===== src/rtl/adc_corr_pkg.sv =====
package adc_corr_pkg;

    localparam int DEC_W = 2;

    typedef enum logic [DEC_W-1:0] {
        DEC_LOW  = 2'b00,
        DEC_MID  = 2'b01,
        DEC_HIGH = 2'b10,
        DEC_BAD  = 2'b11
    } dec_e;

    typedef struct packed {
        logic [DEC_W-1:0] code;
        logic             bad;
    } dec_chk_t;

    // Fold an illegal decision onto the highest legal one and flag it.
    function automatic dec_chk_t check_dec(input logic [DEC_W-1:0] raw);
        dec_chk_t r;
        r.bad  = (raw == DEC_BAD);
        r.code = r.bad ? DEC_HIGH : raw;
        return r;
    endfunction

    function automatic int max_sum(input int n_stg);
        return (2 ** (n_stg + 2)) - 3;
    endfunction

endpackage


===== src/rtl/stage_sanitizer.sv =====
module stage_sanitizer
    import adc_corr_pkg::*;
#(
    parameter int N_STG = 8
) (
    input  logic [N_STG*DEC_W-1:0] raw_i,
    output logic [N_STG*DEC_W-1:0] clean_o,
    output logic                   bad_o
);
    logic [N_STG-1:0] bad_vec;

    for (genvar k = 0; k < N_STG; k++) begin : g_chk
        dec_chk_t chk;
        assign chk = check_dec(raw_i[k*DEC_W +: DEC_W]);
        assign clean_o[k*DEC_W +: DEC_W] = chk.code;
        assign bad_vec[k] = chk.bad;
    end

    assign bad_o = |bad_vec;
endmodule


===== src/rtl/stage_align.sv =====
module stage_align
    import adc_corr_pkg::*;
#(
    parameter int N_STG = 8
) (
    input  logic                   clk,
    input  logic                   rst,
    input  logic [N_STG*DEC_W-1:0] codes_i,
    input  logic                   fin_i,
    output logic [N_STG*DEC_W-1:0] codes_o,
    output logic                   fin_o
);
    // Stage k (0-based) arrives k cycles after stage 0, so it waits N_STG-k cycles.
    for (genvar k = 0; k < N_STG; k++) begin : g_line
        localparam int DEPTH = N_STG - k;
        logic [DEC_W-1:0] line_q [DEPTH];

        always_ff @(posedge clk) begin
            if (rst) begin
                for (int i = 0; i < DEPTH; i++) line_q[i] <= '0;
            end else begin
                line_q[0] <= codes_i[k*DEC_W +: DEC_W];
                for (int i = 1; i < DEPTH; i++) line_q[i] <= line_q[i-1];
            end
        end

        assign codes_o[k*DEC_W +: DEC_W] = line_q[DEPTH-1];
    end

    assign fin_o = fin_i;
endmodule


===== src/rtl/overlap_adder.sv =====
module overlap_adder
    import adc_corr_pkg::*;
#(
    parameter int N_STG = 8,
    parameter int OUT_W = 10
) (
    input  logic [N_STG*DEC_W-1:0] codes_i,
    input  logic                   fin_i,
    output logic [OUT_W-1:0]       sum_o
);
    localparam int SUM_W = (N_STG + 3 > OUT_W + 1) ? N_STG + 3 : OUT_W + 1;
    localparam logic [SUM_W-1:0] CLAMP = SUM_W'((2 ** OUT_W) - 1);

    logic [SUM_W-1:0] acc;

    always_comb begin
        acc = SUM_W'(fin_i);
        for (int k = 0; k < N_STG; k++) begin
            acc = acc + (SUM_W'(codes_i[k*DEC_W +: DEC_W]) << (N_STG - k));
        end
    end

    assign sum_o = (acc > CLAMP) ? CLAMP[OUT_W-1:0] : acc[OUT_W-1:0];
endmodule


===== src/rtl/fill_tracker.sv =====
module fill_tracker #(
    parameter int FILL = 8
) (
    input  logic clk,
    input  logic rst,
    output logic valid_o
);
    localparam int CNT_W = $clog2(FILL + 1);
    localparam logic [CNT_W-1:0] LAST = CNT_W'(FILL);

    logic [CNT_W-1:0] cnt_q;
    logic             vld_q;

    always_ff @(posedge clk) begin
        if (rst) begin
            cnt_q <= '0;
            vld_q <= 1'b0;
        end else begin
            if (cnt_q != LAST) cnt_q <= cnt_q + 1'b1;
            vld_q <= (cnt_q == LAST);
        end
    end

    assign valid_o = vld_q;

    p_fill_bound_r7: assert property (@(posedge clk) disable iff (rst)
        cnt_q <= LAST);
    p_valid_sticky_r7: assert property (@(posedge clk) disable iff (rst)
        vld_q |=> vld_q);
endmodule


===== src/rtl/adc_stage_combiner.sv =====
module adc_stage_combiner
    import adc_corr_pkg::*;
#(
    parameter int N_STG = 8,
    parameter int OUT_W = 10
) (
    input  logic                   clk,
    input  logic                   rst,
    input  logic [N_STG*DEC_W-1:0] stg_code_i,
    input  logic                   fin_bit_i,
    output logic [OUT_W-1:0]       code_o,
    output logic                   valid_o,
    output logic                   err_o
);
    localparam int MAXV = max_sum(N_STG);

    logic [N_STG*DEC_W-1:0] clean_codes;
    logic [N_STG*DEC_W-1:0] lined_codes;
    logic                   lined_fin;
    logic                   bad_any;
    logic [OUT_W-1:0]       sum_c;
    logic [OUT_W-1:0]       code_q;
    logic                   err_q;

    stage_sanitizer #(.N_STG(N_STG)) u_sanitize (
        .raw_i   (stg_code_i),
        .clean_o (clean_codes),
        .bad_o   (bad_any)
    );

    stage_align #(.N_STG(N_STG)) u_align (
        .clk     (clk),
        .rst     (rst),
        .codes_i (clean_codes),
        .fin_i   (fin_bit_i),
        .codes_o (lined_codes),
        .fin_o   (lined_fin)
    );

    overlap_adder #(.N_STG(N_STG), .OUT_W(OUT_W)) u_add (
        .codes_i (lined_codes),
        .fin_i   (lined_fin),
        .sum_o   (sum_c)
    );

    fill_tracker #(.FILL(N_STG)) u_fill (
        .clk     (clk),
        .rst     (rst),
        .valid_o (valid_o)
    );

    always_ff @(posedge clk) begin
        if (rst) begin
            code_q <= '0;
            err_q  <= 1'b0;
        end else begin
            code_q <= sum_c;
            err_q  <= err_q | bad_any;
        end
    end

    assign code_o = code_q;
    assign err_o  = err_q;

    p_err_set_r6: assert property (@(posedge clk) disable iff (rst)
        bad_any |=> err_o);
    p_err_sticky_r6: assert property (@(posedge clk) disable iff (rst)
        err_o |=> err_o);
    p_no_overflow_r3: assert property (@(posedge clk) disable iff (rst)
        int'(code_o) <= MAXV);

    for (genvar k = 0; k < N_STG; k++) begin : g_legal
        p_legal_lined_r5: assert property (@(posedge clk) disable iff (rst)
            lined_codes[k*DEC_W +: DEC_W] != DEC_BAD);
    end
endmodule


===== config.mk =====
export PLATFORM = sky130hd
export DESIGN_NAME = adc_stage_combiner
export DESIGN_NICKNAME = d
export VERILOG_FILES = /design/src/rtl/adc_corr_pkg.sv /design/src/rtl/stage_sanitizer.sv /design/src/rtl/stage_align.sv /design/src/rtl/overlap_adder.sv /design/src/rtl/fill_tracker.sv /design/src/rtl/adc_stage_combiner.sv
export SDC_FILE = /design/constraint.sdc
export NUM_CORES = 1
export LEC_CHECK = 0
export BUFFER_PORTS_ARGS = -buffer_cell sky130_fd_sc_hd__buf_2
export CAP_MARGIN = 20
export CORE_MARGIN = 2
export CORE_UTILIZATION = 35
export CTS_BUF_LIST = sky130_fd_sc_hd__clkbuf_4
export CTS_CLUSTER_DIAMETER = 120
export CTS_CLUSTER_SIZE = 28
export DETAILED_ROUTE_END_ITERATION = 8
export PLACE_DENSITY = 0.53
export SLEW_MARGIN = 30
export SYNTH_ARGS = -nofsm -noshare
export SYNTH_HDL_FRONTEND = slang
export SYNTH_HIERARCHICAL = 1
export SYNTH_SLANG_ARGS = --single-unit

===== constraint.sdc =====
create_clock -name clk -period 3.7 [get_ports clk]
set_input_delay 0.925 -clock clk [delete_from_list [all_inputs] [get_ports clk]]
set_output_delay 0.925 -clock clk [all_outputs]
set_load 0.05 [all_outputs]

# [After elaboration in Yosys (flattened, before gate mapping)]
# Memory sizes are Yosys's and may differ from the RTL's.
# Cells that the tools add are included.
[word_totals] in_bits=19 memories=8 out_inout_bits=12 ram_bits=72 register_bits=16 wordCells=119
[op_classes] n_mux=49 add_sub_neg=9 magnitude_cmp=1 n_reduce_logical=2 n_bitwise=36 n_eq_ne=10
[mem_list] name="u_align.g_line[0].line_q" words=8 word_bits=2 read_ports=8 rd_clocked_by_memory_dff=0 wr=8 line="stage_align.sv:16" text="logic [DEC_W-1:0] line_q [DEPTH];"
[mem_list] name="u_align.g_line[1].line_q" words=7 word_bits=2 read_ports=7 rd_clocked_by_memory_dff=0 wr=7 line="stage_align.sv:16"
[mem_list] name="u_align.g_line[2].line_q" words=6 word_bits=2 read_ports=6 rd_clocked_by_memory_dff=0 wr=6 line="stage_align.sv:16"
[mem_list] name="u_align.g_line[3].line_q" words=5 word_bits=2 read_ports=5 rd_clocked_by_memory_dff=0 wr=5 line="stage_align.sv:16"
[mem_list] name="u_align.g_line[4].line_q" words=4 word_bits=2 read_ports=4 rd_clocked_by_memory_dff=0 wr=4 line="stage_align.sv:16"
[mem_list] name="u_align.g_line[5].line_q" words=3 word_bits=2 read_ports=3 rd_clocked_by_memory_dff=0 wr=3 line="stage_align.sv:16"
[mem_list] name="+2 memories"
[ops] op="two-way mux 2 bit" count=44
[ops] op="OR 1 bit" count=36
[ops] op="equality test 2 bit (second input constant)" count=8
[ops] op="adder 1 x 10 -> 11 bit" count=1
[ops] op="adder 11 x 3 -> 11 bit" count=1
[ops] op="adder 11 x 4 -> 11 bit" count=1
[ops] op="adder 11 x 5 -> 11 bit" count=1
[ops] op="adder 11 x 6 -> 11 bit" count=1
[ops] op="adder 11 x 7 -> 11 bit" count=1
[ops] op="adder 11 x 8 -> 11 bit" count=1
[ops] op="adder 11 x 9 -> 11 bit" count=1
[ops] op="greater-than comparator 11 x 10 -> 1 bit (second input constant)" count=1
[ops] op="two-way mux 10 bit" count=1
[ops] op="OR reduction 8 bit" count=1
[ops] op="adder 4 x 1 -> 4 bit (second input constant)" count=1
[ops] op="equality test 4 bit (second input constant)" count=1
[ops] op="two-way mux 1 bit" count=4
[ops] op="!= test 4 bit (second input constant)" count=1
[ops] op="OR reduction 2 bit" count=1

# [Logic depth before layout (Yosys ltp)]
# Gate-level depths: netlist of the first run.
[logic_depth] ltp_word=10 mapped_depth=8

# [Modules after synthesis]
# The synthesis of the first run kept the hierarchy.
[by_module_without_submodules] mod="stage_align" area_per_inst_um2=2064.5 cells_per_inst=163 seq_area_each_um2=1441.4 instances=1
[by_module_without_submodules] mod="overlap_adder" area_per_inst_um2=356.6 cells_per_inst=50 seq_area_each_um2=0.0 instances=1
[by_module_without_submodules] mod="adc_stage_combiner" area_per_inst_um2=310.3 cells_per_inst=23 seq_area_each_um2=220.2 instances=1
[by_module_without_submodules] mod="fill_tracker" area_per_inst_um2=222.7 cells_per_inst=22 seq_area_each_um2=100.1 instances=1
[by_module_without_submodules] mod="stage_sanitizer" area_per_inst_um2=121.4 cells_per_inst=21 seq_area_each_um2=0.0 instances=1

# [Least setup slack after synthesis of the first run]
# OpenSTA, ideal clock, no wires.
[synth_timing] path_type="register to register" from="mem u_align.g_line[6].line_q[1][0], in the netlist u_align/g_line[6].line_q[0][2]" to="reg code_q[6], in the netlist code_o[6]" path_stages_with_launch=9 setup_ns=0.114 period_less_slack_ns=2.015 arrival_ns=1.901 required_ns=3.586 setup_slack_ns=1.685 cell_sequence="dfxtp_1 buf_4 ha_1 fa_1 a211oi_1 o21a_1 o31a_4 o21ai_2 nor2b_1"
[synth_lines] item="start: declaration" line="stage_align.sv:16"
[synth_lines] item="end signal: assignment" line="adc_stage_combiner.sv:57" text="code_q <= sum_c;"
[synth_lines] item="end: declaration" line="adc_stage_combiner.sv:22" text="logic [OUT_W-1:0] code_q;"

==> results of run 1 <==
## path summary, 6_finish.rpt
check / from / end
max: u_align/g_line[6].line_q[0][2]$_SDFF_PP0_ / code_o[7]$_SDFF_PP0_
min: u_align/g_line[6].line_q[0][1]$_SDFF_PP0_ / u_align/g_line[6].line_q[0][3]$_SDFF_PP0_
max reg2reg: u_align/g_line[6].line_q[0][2]$_SDFF_PP0_ / code_o[7]$_SDFF_PP0_
min reg2reg: u_align/g_line[6].line_q[0][1]$_SDFF_PP0_ / u_align/g_line[6].line_q[0][3]$_SDFF_PP0_
## routing by layer
layer	share of wire	GRT usage
met4	0.018	0.0385
met3	0.069	0.0472
met1	0.47	0.0946
met5	0	0
met2	0.44	0.134
## cell usage after synthesis (2+ instances only)
cell	n	area share
sky130_fd_sc_hd__a211oi_1	2	0.0049
sky130_fd_sc_hd__a21oi_1	5	0.0081
sky130_fd_sc_hd__a22oi_1	4	0.0098
sky130_fd_sc_hd__and2b_1	2	0.0049
sky130_fd_sc_hd__buf_4	11	0.027
sky130_fd_sc_hd__buf_6	9	0.033
sky130_fd_sc_hd__clkbuf_1	8	0.0098
sky130_fd_sc_hd__dfxtp_1	88	0.57
sky130_fd_sc_hd__ha_1	9	0.037
sky130_fd_sc_hd__inv_1	5	0.0061
sky130_fd_sc_hd__nand2_1	8	0.0098
sky130_fd_sc_hd__nand2b_1	4	0.0081
sky130_fd_sc_hd__nand3_1	3	0.0049
sky130_fd_sc_hd__nor2_1	7	0.0085
sky130_fd_sc_hd__nor2b_1	87	0.18
sky130_fd_sc_hd__nor3_1	2	0.0033
sky130_fd_sc_hd__o21ai_0	4	0.0065
sky130_fd_sc_hd__xnor2_1	4	0.011
## layout make-up
class / instances / area, sq um
timing repair buffer: 32 / 165
clock buffer: 13 / 97.6
inverter: 5 / 18.8
clock inverter: 3 / 42.5
tap: 108 / 135
sequential: 88 / 1760
fill: 880 / 5330
multi-input combinational: 158 / 1080
## flip-flops by register name, indices dropped and copies added (netlist names)
| signal | flops |
|---|---|
| err_o | 1 |
| code_o | 10 |
| u_fill/cnt_q | 4 |
| u_fill/valid_o | 1 |
| u_align/g_line.line_q | 72 |
## metrics by stage
stage | instance area (sq um) | util | power, W | hold slack (ps)
detailed placement | 3160 | 0.366 | 0.00108 | 421
floorplan | 3080 | - | 0.00107 | 414
finish | 3300 | 0.382 | 0.00158 | 434
CTS | 3300 | 0.382 | 0.00161 | 430
global placement | 3160 | 0.366 | 0.00108 | 415
global route | 3300 | 0.382 | 0.00166 | 446
## power by group through the flow
| stage | clock (W) | sequential [W] | combinational [W] |
|---|---|---|---|
| 2_1_floorplan | 0 | 0.00101 | 0.0000613 |
| 3_3_place_gp | 0 | 0.00100 | 0.0000822 |
| 3_5_place_dp | 0 | 0.00100 | 0.0000831 |
| 4_1_cts | 0.000550 | 0.000980 | 0.0000834 |
| 5_1_grt | 0.000583 | 0.000983 | 0.0000925 |
| 6_report | 0.000517 | 0.000979 | 0.0000809 |
## worst reg2reg max path, stage by stage (launching register included)
cell                       delay [ps]
sky130_fd_sc_hd__dfxtp_1          330
sky130_fd_sc_hd__ha_1             210
sky130_fd_sc_hd__fa_1             430
sky130_fd_sc_hd__a211oi_1         420
sky130_fd_sc_hd__o21a_1           250
sky130_fd_sc_hd__o31a_4           200
sky130_fd_sc_hd__nand2_1           60
sky130_fd_sc_hd__nor2b_1          120
## logic make-up (layout without fill, tap and decap cells)
group           after synthesis  in the layout  synth area share
mux                           1              1           0.00325
fa+ha+maj                    10             10            0.0431
simple gates                118            118             0.233
flops                        88             88             0.573
compound gates               24             24            0.0578
xor+xnor                      5              5            0.0142
buf+inv                      33             53            0.0757
==> flow_summary.html, run 1 <==
<table>
<tr><th>Metric</th><th>Value</th></tr>
<tr><th colspan="2">Floorplanning</th></tr>
<tr><td>Floorplan die width</td><td>97.7 um</td></tr>
<tr><td>Top Ports</td><td>31</td></tr>
<tr><td>Height of the die</td><td>97.7 um</td></tr>
<tr><td>Full die area</td><td>9550 sq um</td></tr>
<tr><td>Site Rows</td><td>34</td></tr>
<tr><td>Initial Utilization</td><td>0.356</td></tr>
<tr><td>Total core area</td><td>8640 sq um</td></tr>
<tr><th colspan="2">Pwr</th></tr>
<tr><td>Power dissipated by switching net loads</td><td>0.000333 W</td></tr>
<tr><td>Part of the total power dissipated in sequential elements</td><td>0.621</td></tr>
<tr><td>Share of total power in combinational logic</td><td>0.051</td></tr>
<tr><td>Cell Pwr Density</td><td>478 nW/um^2</td></tr>
<tr><td>Peak supply drop</td><td>261 uV</td></tr>
<tr><td>Leakage power figure</td><td>1.46 nW</td></tr>
<tr><td>Switching share of power</td><td>0.211</td></tr>
<tr><td>P_int</td><td>0.00124 W</td></tr>
<tr><td>Clock network power share</td><td>0.328</td></tr>
<tr><th colspan="2">Worst setup path</th></tr>
<tr><td>Endpoint type of the worst setup path</td><td>flip-flop</td></tr>
<tr><td>Worst Path Buf+Inv</td><td>0</td></tr>
<tr><td>Type of origin of the critical path</td><td>flip-flop</td></tr>
<tr><td>Category of the most critical setup path</td><td>reg -&gt; reg</td></tr>
<tr><td>Number of stages on the worst setup path</td><td>7</td></tr>
<tr><td>Cell Chain, Critical Path</td><td>ha_1 &gt; fa_1 &gt; a211oi_1 &gt; o21a_1 &gt; o31a_4 &gt; nand2_1 &gt; nor2b_1</td></tr>
<tr><td>Dominant delay contributor by cell family on the critical path</td><td>compound AO/OA/AOI/OAI gates</td></tr>
<tr><td>Arrival time of the worst setup path</td><td>2410 ps</td></tr>
<tr><td>Setup slack on the worst flop-to-flop path</td><td>1560 ps</td></tr>
<tr><td>Data required time of the worst path</td><td>3970 ps</td></tr>
<tr><td>Delay of the slowest cell on the worst path</td><td>430 ps</td></tr>
<tr><td>Worst r2r path cells</td><td>7</td></tr>
<tr><td>Maximum fanout along the worst path</td><td>8</td></tr>
<tr><td>Crit-path slowest cell</td><td>sky130_fd_sc_hd__fa_1</td></tr>
<tr><th colspan="2">Timing</th></tr>
<tr><td>Worst Clk Skew</td><td>12.9 ps</td></tr>
<tr><td>Hold Violations, Final</td><td>0</td></tr>
<tr><td>Total negative setup slack</td><td>0 ps</td></tr>
<tr><td>Maximum achievable frequency</td><td>0.468 GHz</td></tr>
<tr><td>Unrepaired setup endpoints after global routing</td><td>no</td></tr>
<tr><td>Final setup margin</td><td>1560 ps</td></tr>
<tr><td>Post-route clock period utilization</td><td>0.577</td></tr>
<tr><td>Remaining max-slew budget at the tightest pin</td><td>0.517</td></tr>
<tr><td>Setup-violating endpoint count in the final report</td><td>0</td></tr>
<tr><td>Final-report max-slew violation count</td><td>0</td></tr>
<tr><td>Final Critical Period</td><td>2140 ps</td></tr>
<tr><td>Slew at the pin with the worst max-slew slack</td><td>724 ps</td></tr>
<tr><th colspan="2">Global routing</th></tr>
<tr><td>Vias in the first global route</td><td>1,502</td></tr>
<tr><td>Global-route wire length before repair</td><td>6450 um</td></tr>
<tr><td>Initial antenna violation count</td><td>0</td></tr>
<tr><td>Largest net degree at the start of global routing</td><td>44</td></tr>
<tr><td>Gr ovfl total</td><td>0</td></tr>
<tr><td>Global Route Usage Sum</td><td>0.0850</td></tr>
<tr><th colspan="2">Final layout</th></tr>
<tr><td>Leading cell type in the layout, fill and taps excluded</td><td>sky130_fd_sc_hd__dfxtp_1</td></tr>
<tr><td>Number of nets in the layout</td><td>323</td></tr>
<tr><td>Post-route insts no fill</td><td>407</td></tr>
<tr><td>Share of final-layout standard cells stronger than drive strength 1</td><td>0.181</td></tr>
<tr><td>Antenna fix cells</td><td>0</td></tr>
<tr><td>Commonest cells after routing, fill and taps aside</td><td>sky130_fd_sc_hd__dfxtp_1, sky130_fd_sc_hd__nor2b_1, sky130_fd_sc_hd__buf_2</td></tr>
<tr><td>Syn-to-layout area delta</td><td>7.36%</td></tr>
<tr><th colspan="2">Min path</th></tr>
<tr><td>Count of cells along the worst hold path</td><td>1</td></tr>
<tr><td>Hold Path Class</td><td>reg -&gt; reg</td></tr>
<tr><th colspan="2">Yosys</th></tr>
<tr><td>EDFF count, synth</td><td>0</td></tr>
<tr><td>Portion of the post-synthesis area used by sequential elements</td><td>0.573</td></tr>
<tr><td>Main flop type after synthesis</td><td>sky130_fd_sc_hd__dfxtp_1</td></tr>
<tr><td>Mean area per synthesized cell</td><td>11.0 sq um</td></tr>
<tr><td>Post-synth ARST share</td><td>0</td></tr>
<tr><td>Post-synthesis cell area</td><td>3080 sq um</td></tr>
<tr><td>Synthesized net count</td><td>308</td></tr>
<tr><td>Number of instances in the synthesized netlist</td><td>279</td></tr>
<tr><td>Post-synth cell types</td><td>35</td></tr>
<tr><td>Number of synthesized register bits</td><td>88</td></tr>
<tr><td>Yosys warning total</td><td>6</td></tr>
<tr><th colspan="2">Clock network</th></tr>
<tr><td>Buffer count from post-CTS setup fixing</td><td>0</td></tr>
<tr><td>Clk Latency, worst-skew pair</td><td>400 ps</td></tr>
<tr><td>Maximum clock path buffer count</td><td>2</td></tr>
<tr><td>TritonCTS clock tree</td><td>done</td></tr>
<tr><td>CTS Buf Count</td><td>9</td></tr>
<tr><td>Sinks on Clock Net</td><td>88</td></tr>
<tr><td>H-Tree Depth</td><td>3</td></tr>
<tr><td>Post-CTS Hold Buffers</td><td>0</td></tr>
<tr><td>Clock Pin Slew Worst Setup and Hold Paths</td><td>120 ps</td></tr>
<tr><td>Post-cts repair resize count</td><td>0</td></tr>
<tr><td>Root buffer selected by CTS</td><td>sky130_fd_sc_hd__clkbuf_4</td></tr>
<tr><th colspan="2">Routing</th></tr>
<tr><td>Via count</td><td>1,681</td></tr>
<tr><td>Wire per inst</td><td>8.65 um</td></tr>
<tr><td>Initial detailed-routing violation count</td><td>49</td></tr>
<tr><td>1st-pass router iterations</td><td>4</td></tr>
<tr><td>DRC violation count after routing</td><td>0</td></tr>
<tr><td>ANT nets after route</td><td>0</td></tr>
<tr><td>Vias per cell</td><td>4.13</td></tr>
<tr><td>Final WL</td><td>3520 um</td></tr>
<tr><th colspan="2">Job</th></tr>
<tr><td>Max-cap violations</td><td>0</td></tr>
<tr><th colspan="2">Placement</th></tr>
<tr><td>Pre-CTS WS</td><td>1510 ps</td></tr>
<tr><td>IO Port Bufs</td><td>30</td></tr>
<tr><td>Placer congestion estimate</td><td>0.762</td></tr>
<tr><td>Cells after DPL</td><td>391</td></tr>
<tr><td>Detailed placer's ending HPWL</td><td>2300 um</td></tr>
<tr><th colspan="2">Status</th></tr>
<tr><td>Status</td><td>complete, no violations</td></tr>
</table>
Power figures use the tool's default switching activity.
==> run 2: changes to the inputs <==
Clock period 3.7 ns to 2.1 ns, I/O delays scaled along.
==> run 2 against run 1 <==
  * Via count decreased by 0.42%
  * Wire length increased by 4.1%
  * Fmax increased by 10%
  * Clock power increased by 71%
  * Largest cell class unchanged
  * Register-to-register slack got worse by 1400 ps
  * Critical endpoint is now code_o[6]$_SDFF_PP0_
  * Non-clock buffer count increased by 3
==> flow_summary.html, run 2 (synthesized netlist as in run 1, its figures left out) <==
<table>
<tr><th>Metric</th><th>Value</th></tr>
<tr><th colspan="2">Pwr</th></tr>
<tr><td>Leakage power figure</td><td>1.47 nW</td></tr>
<tr><td>Peak supply drop</td><td>403 uV</td></tr>
<tr><td>Cell Pwr Density</td><td>828 nW/um^2</td></tr>
<tr><th colspan="2">Timing</th></tr>
<tr><td>Unrepaired setup endpoints after global routing</td><td>no</td></tr>
<tr><td>Maximum achievable frequency</td><td>0.517 GHz</td></tr>
<tr><td>Final setup margin</td><td>167 ps</td></tr>
<tr><td>Total negative setup slack</td><td>0 ps</td></tr>
<tr><td>Final-report max-slew violation count</td><td>0</td></tr>
<tr><td>Post-route clock period utilization</td><td>0.921</td></tr>
<tr><td>Final Critical Period</td><td>1930 ps</td></tr>
<tr><td>Setup-violating endpoint count in the final report</td><td>0</td></tr>
<tr><td>Hold Violations, Final</td><td>0</td></tr>
<tr><td>Worst Clk Skew</td><td>11.3 ps</td></tr>
<tr><td>Remaining max-slew budget at the tightest pin</td><td>0.640</td></tr>
<tr><td>Slew at the pin with the worst max-slew slack</td><td>534 ps</td></tr>
<tr><th colspan="2">Min path</th></tr>
<tr><td>Count of cells along the worst hold path</td><td>2</td></tr>
<tr><td>Hold Path Class</td><td>in -&gt; reg</td></tr>
<tr><td>Source of the worst hold timing path</td><td>stg_code_i[3]</td></tr>
<tr><td>End point of the worst hold path</td><td>u_align/g_line[1].line_q[0][1]$_SDFF_PP0_</td></tr>
<tr><th colspan="2">Floorplanning</th></tr>
<tr><td>Total core area</td><td>8640 sq um</td></tr>
<tr><td>Height of the die</td><td>97.7 um</td></tr>
<tr><td>Initial Utilization</td><td>0.356</td></tr>
<tr><td>Full die area</td><td>9550 sq um</td></tr>
<tr><td>Site Rows</td><td>34</td></tr>
<tr><td>Floorplan die width</td><td>97.7 um</td></tr>
<tr><td>Top Ports</td><td>31</td></tr>
<tr><th colspan="2">Placement</th></tr>
<tr><td>Post-Place Cell Area</td><td>3200 sq um</td></tr>
<tr><td>Detailed placer's ending HPWL</td><td>2510 um</td></tr>
<tr><td>Placer congestion estimate</td><td>0.801</td></tr>
<tr><td>Pre-CTS WS</td><td>84.6 ps</td></tr>
<tr><td>IO Port Bufs</td><td>30</td></tr>
<tr><th colspan="2">Worst setup path</th></tr>
<tr><td>Worst r2r path cells</td><td>7</td></tr>
<tr><td>Type of origin of the critical path</td><td>flip-flop</td></tr>
<tr><td>Category of the most critical setup path</td><td>reg -&gt; reg</td></tr>
<tr><td>Setup slack on the worst flop-to-flop path</td><td>170 ps</td></tr>
<tr><td>Endpoint type of the worst setup path</td><td>flip-flop</td></tr>
<tr><td>Reg2reg start</td><td>u_align/g_line[6].line_q[0][2]$_SDFF_PP0_</td></tr>
<tr><td>Maximum fanout along the worst path</td><td>8</td></tr>
<tr><td>Reg-to-reg endpoint</td><td>code_o[6]$_SDFF_PP0_</td></tr>
<tr><td>Data required time of the worst path</td><td>2410 ps</td></tr>
<tr><td>Arrival time of the worst setup path</td><td>2250 ps</td></tr>
<tr><th colspan="2">Global routing</th></tr>
<tr><td>Global Route Usage Sum</td><td>0.0828</td></tr>
<tr><td>Initial antenna violation count</td><td>0</td></tr>
<tr><td>Gr ovfl total</td><td>0</td></tr>
<tr><td>Global-route wire length before repair</td><td>6240 um</td></tr>
<tr><td>Vias in the first global route</td><td>1,478</td></tr>
<tr><td>Largest net degree at the start of global routing</td><td>41</td></tr>
<tr><th colspan="2">Routing</th></tr>
<tr><td>Final WL</td><td>3670 um</td></tr>
<tr><td>ANT nets after route</td><td>0</td></tr>
<tr><td>Vias per cell</td><td>4.08</td></tr>
<tr><td>DRC violation count after routing</td><td>0</td></tr>
<tr><td>Initial detailed-routing violation count</td><td>24</td></tr>
<tr><td>Wire per inst</td><td>8.94 um</td></tr>
<tr><td>Via count</td><td>1,674</td></tr>
<tr><td>1st-pass router iterations</td><td>4</td></tr>
<tr><th colspan="2">Clock network</th></tr>
<tr><td>Clk Latency, worst-skew pair</td><td>410 ps</td></tr>
<tr><td>CTS Buf Count</td><td>9</td></tr>
<tr><td>Clock Pin Slew Worst Setup and Hold Paths</td><td>120 ps</td></tr>
<tr><td>H-Tree Depth</td><td>3</td></tr>
<tr><td>Sinks on Clock Net</td><td>88</td></tr>
<tr><td>Post-CTS Hold Buffers</td><td>0</td></tr>
<tr><td>Maximum clock path buffer count</td><td>2</td></tr>
<tr><td>Root buffer selected by CTS</td><td>sky130_fd_sc_hd__clkbuf_4</td></tr>
<tr><td>TritonCTS clock tree</td><td>done</td></tr>
<tr><th colspan="2">Job</th></tr>
<tr><td>Max-cap violations</td><td>0</td></tr>
<tr><th colspan="2">Final layout</th></tr>
<tr><td>Biggest register</td><td>u_align/g_line.line_q</td></tr>
<tr><td>Number of nets in the layout</td><td>326</td></tr>
<tr><td>Antenna fix cells</td><td>0</td></tr>
<tr><td>Commonest cells after routing, fill and taps aside</td><td>sky130_fd_sc_hd__dfxtp_1, sky130_fd_sc_hd__nor2b_1, sky130_fd_sc_hd__buf_2</td></tr>
<tr><td>Fin area</td><td>3340 sq um</td></tr>
<tr><td>Share of final-layout standard cells stronger than drive strength 1</td><td>0.192</td></tr>
<tr><td>Leading cell type in the layout, fill and taps excluded</td><td>sky130_fd_sc_hd__dfxtp_1</td></tr>
<tr><td>Syn-to-layout area delta</td><td>8.50%</td></tr>
<tr><td>Number of flip-flops in the largest register</td><td>72</td></tr>
<tr><th colspan="2">Status</th></tr>
<tr><td>Status</td><td>complete, no violations</td></tr>
</table>
[run 2: changes by cell type in the layout (fill, tap and decap cells not counted), sizes merged]
cell / before / now
clkinv: 1 / 3
buf: 32 / 35
clkinvlp: 1 / 2
clkbuf: 13 / 10
[run 2: power by group]
| part | switching (W) | internal, W |
|---|---|---|
| sequential | 0.0000136 | 0.00171 |
| combinational | 0.0000807 | 0.0000692 |
| clock | 0.000516 | 0.000370 |
[run 2: critical path, cell delays in order (launching register included)]
cell	delay, ps
sky130_fd_sc_hd__dfxtp_1	320
sky130_fd_sc_hd__ha_1	210
sky130_fd_sc_hd__fa_1	400
sky130_fd_sc_hd__a211oi_2	260
sky130_fd_sc_hd__o21a_1	240
sky130_fd_sc_hd__o31a_4	210
sky130_fd_sc_hd__o21ai_2	60
sky130_fd_sc_hd__nor2b_1	120
[run 2: metrics by stage]
stage | util | hold WS, ps | cells | power, W
4_1_cts | 0.386 | 307 | 410 | 0.00281
5_1_grt | 0.386 | 332 | 410 | 0.00289
6_report | 0.386 | 336 | 410 | 0.00276
2_1_floorplan | - | 414 | 279 | 0.00189
3_5_place_dp | 0.370 | 420 | 394 | 0.00192
3_3_place_gp | 0.370 | 416 | 394 | 0.00191
[run 2: area by class of cell]
type	instances	area, sq um
Fill cell	860	5300
Sequential cell	88	1760
Multi-Input combinational cell	158	1090
Timing Repair Buffer	35	200
Tap cell	108	135
Clock buffer	10	75.1
Clock inverter	6	60.1
Inverter	5	18.8
[run 2: repair_timing]
action                                  4_1_cts  5_1_grt
endpoints found under the setup margin        0        9
buffers inserted                              0        0
gates resized for setup                       0        1
[run 2: how the worst max path moves through the flow]
| stage | from | to | cells after the start | slack [ps] |
|---|---|---|---|---|
| after floorplan | u_align/g_line[6].line_q[0][2]$_SDFF_PP0_ | code_o[6]$_SDFF_PP0_ | 8 | 90 |
| after global placement | u_align/g_line[6].line_q[0][2]$_SDFF_PP0_ | code_o[6]$_SDFF_PP0_ | 7 | 100 |
| after detailed placement | u_align/g_line[6].line_q[0][2]$_SDFF_PP0_ | code_o[2]$_SDFF_PP0_ | 7 | 80 |
| after CTS | u_align/g_line[6].line_q[0][2]$_SDFF_PP0_ | code_o[2]$_SDFF_PP0_ | 7 | 50 |
| after global routing | u_align/g_line[6].line_q[0][2]$_SDFF_PP0_ | code_o[3]$_SDFF_PP0_ | 7 | 30 |
| final | u_align/g_line[6].line_q[0][2]$_SDFF_PP0_ | code_o[6]$_SDFF_PP0_ | 7 | 170 |
[run 2: metal layers]
| metal | GRT usage | vias to the layer above | routed length [um] |
|---|---|---|---|
| li1 | - | 903 | - |
| met2 | 0.129 | 37 | 1630 |
| met1 | 0.0905 | 727 | 1720 |
| met4 | 0.0545 | 0 | 74 |
| met3 | 0.0387 | 7 | 244 |
| met5 | 0 | - | 0 |
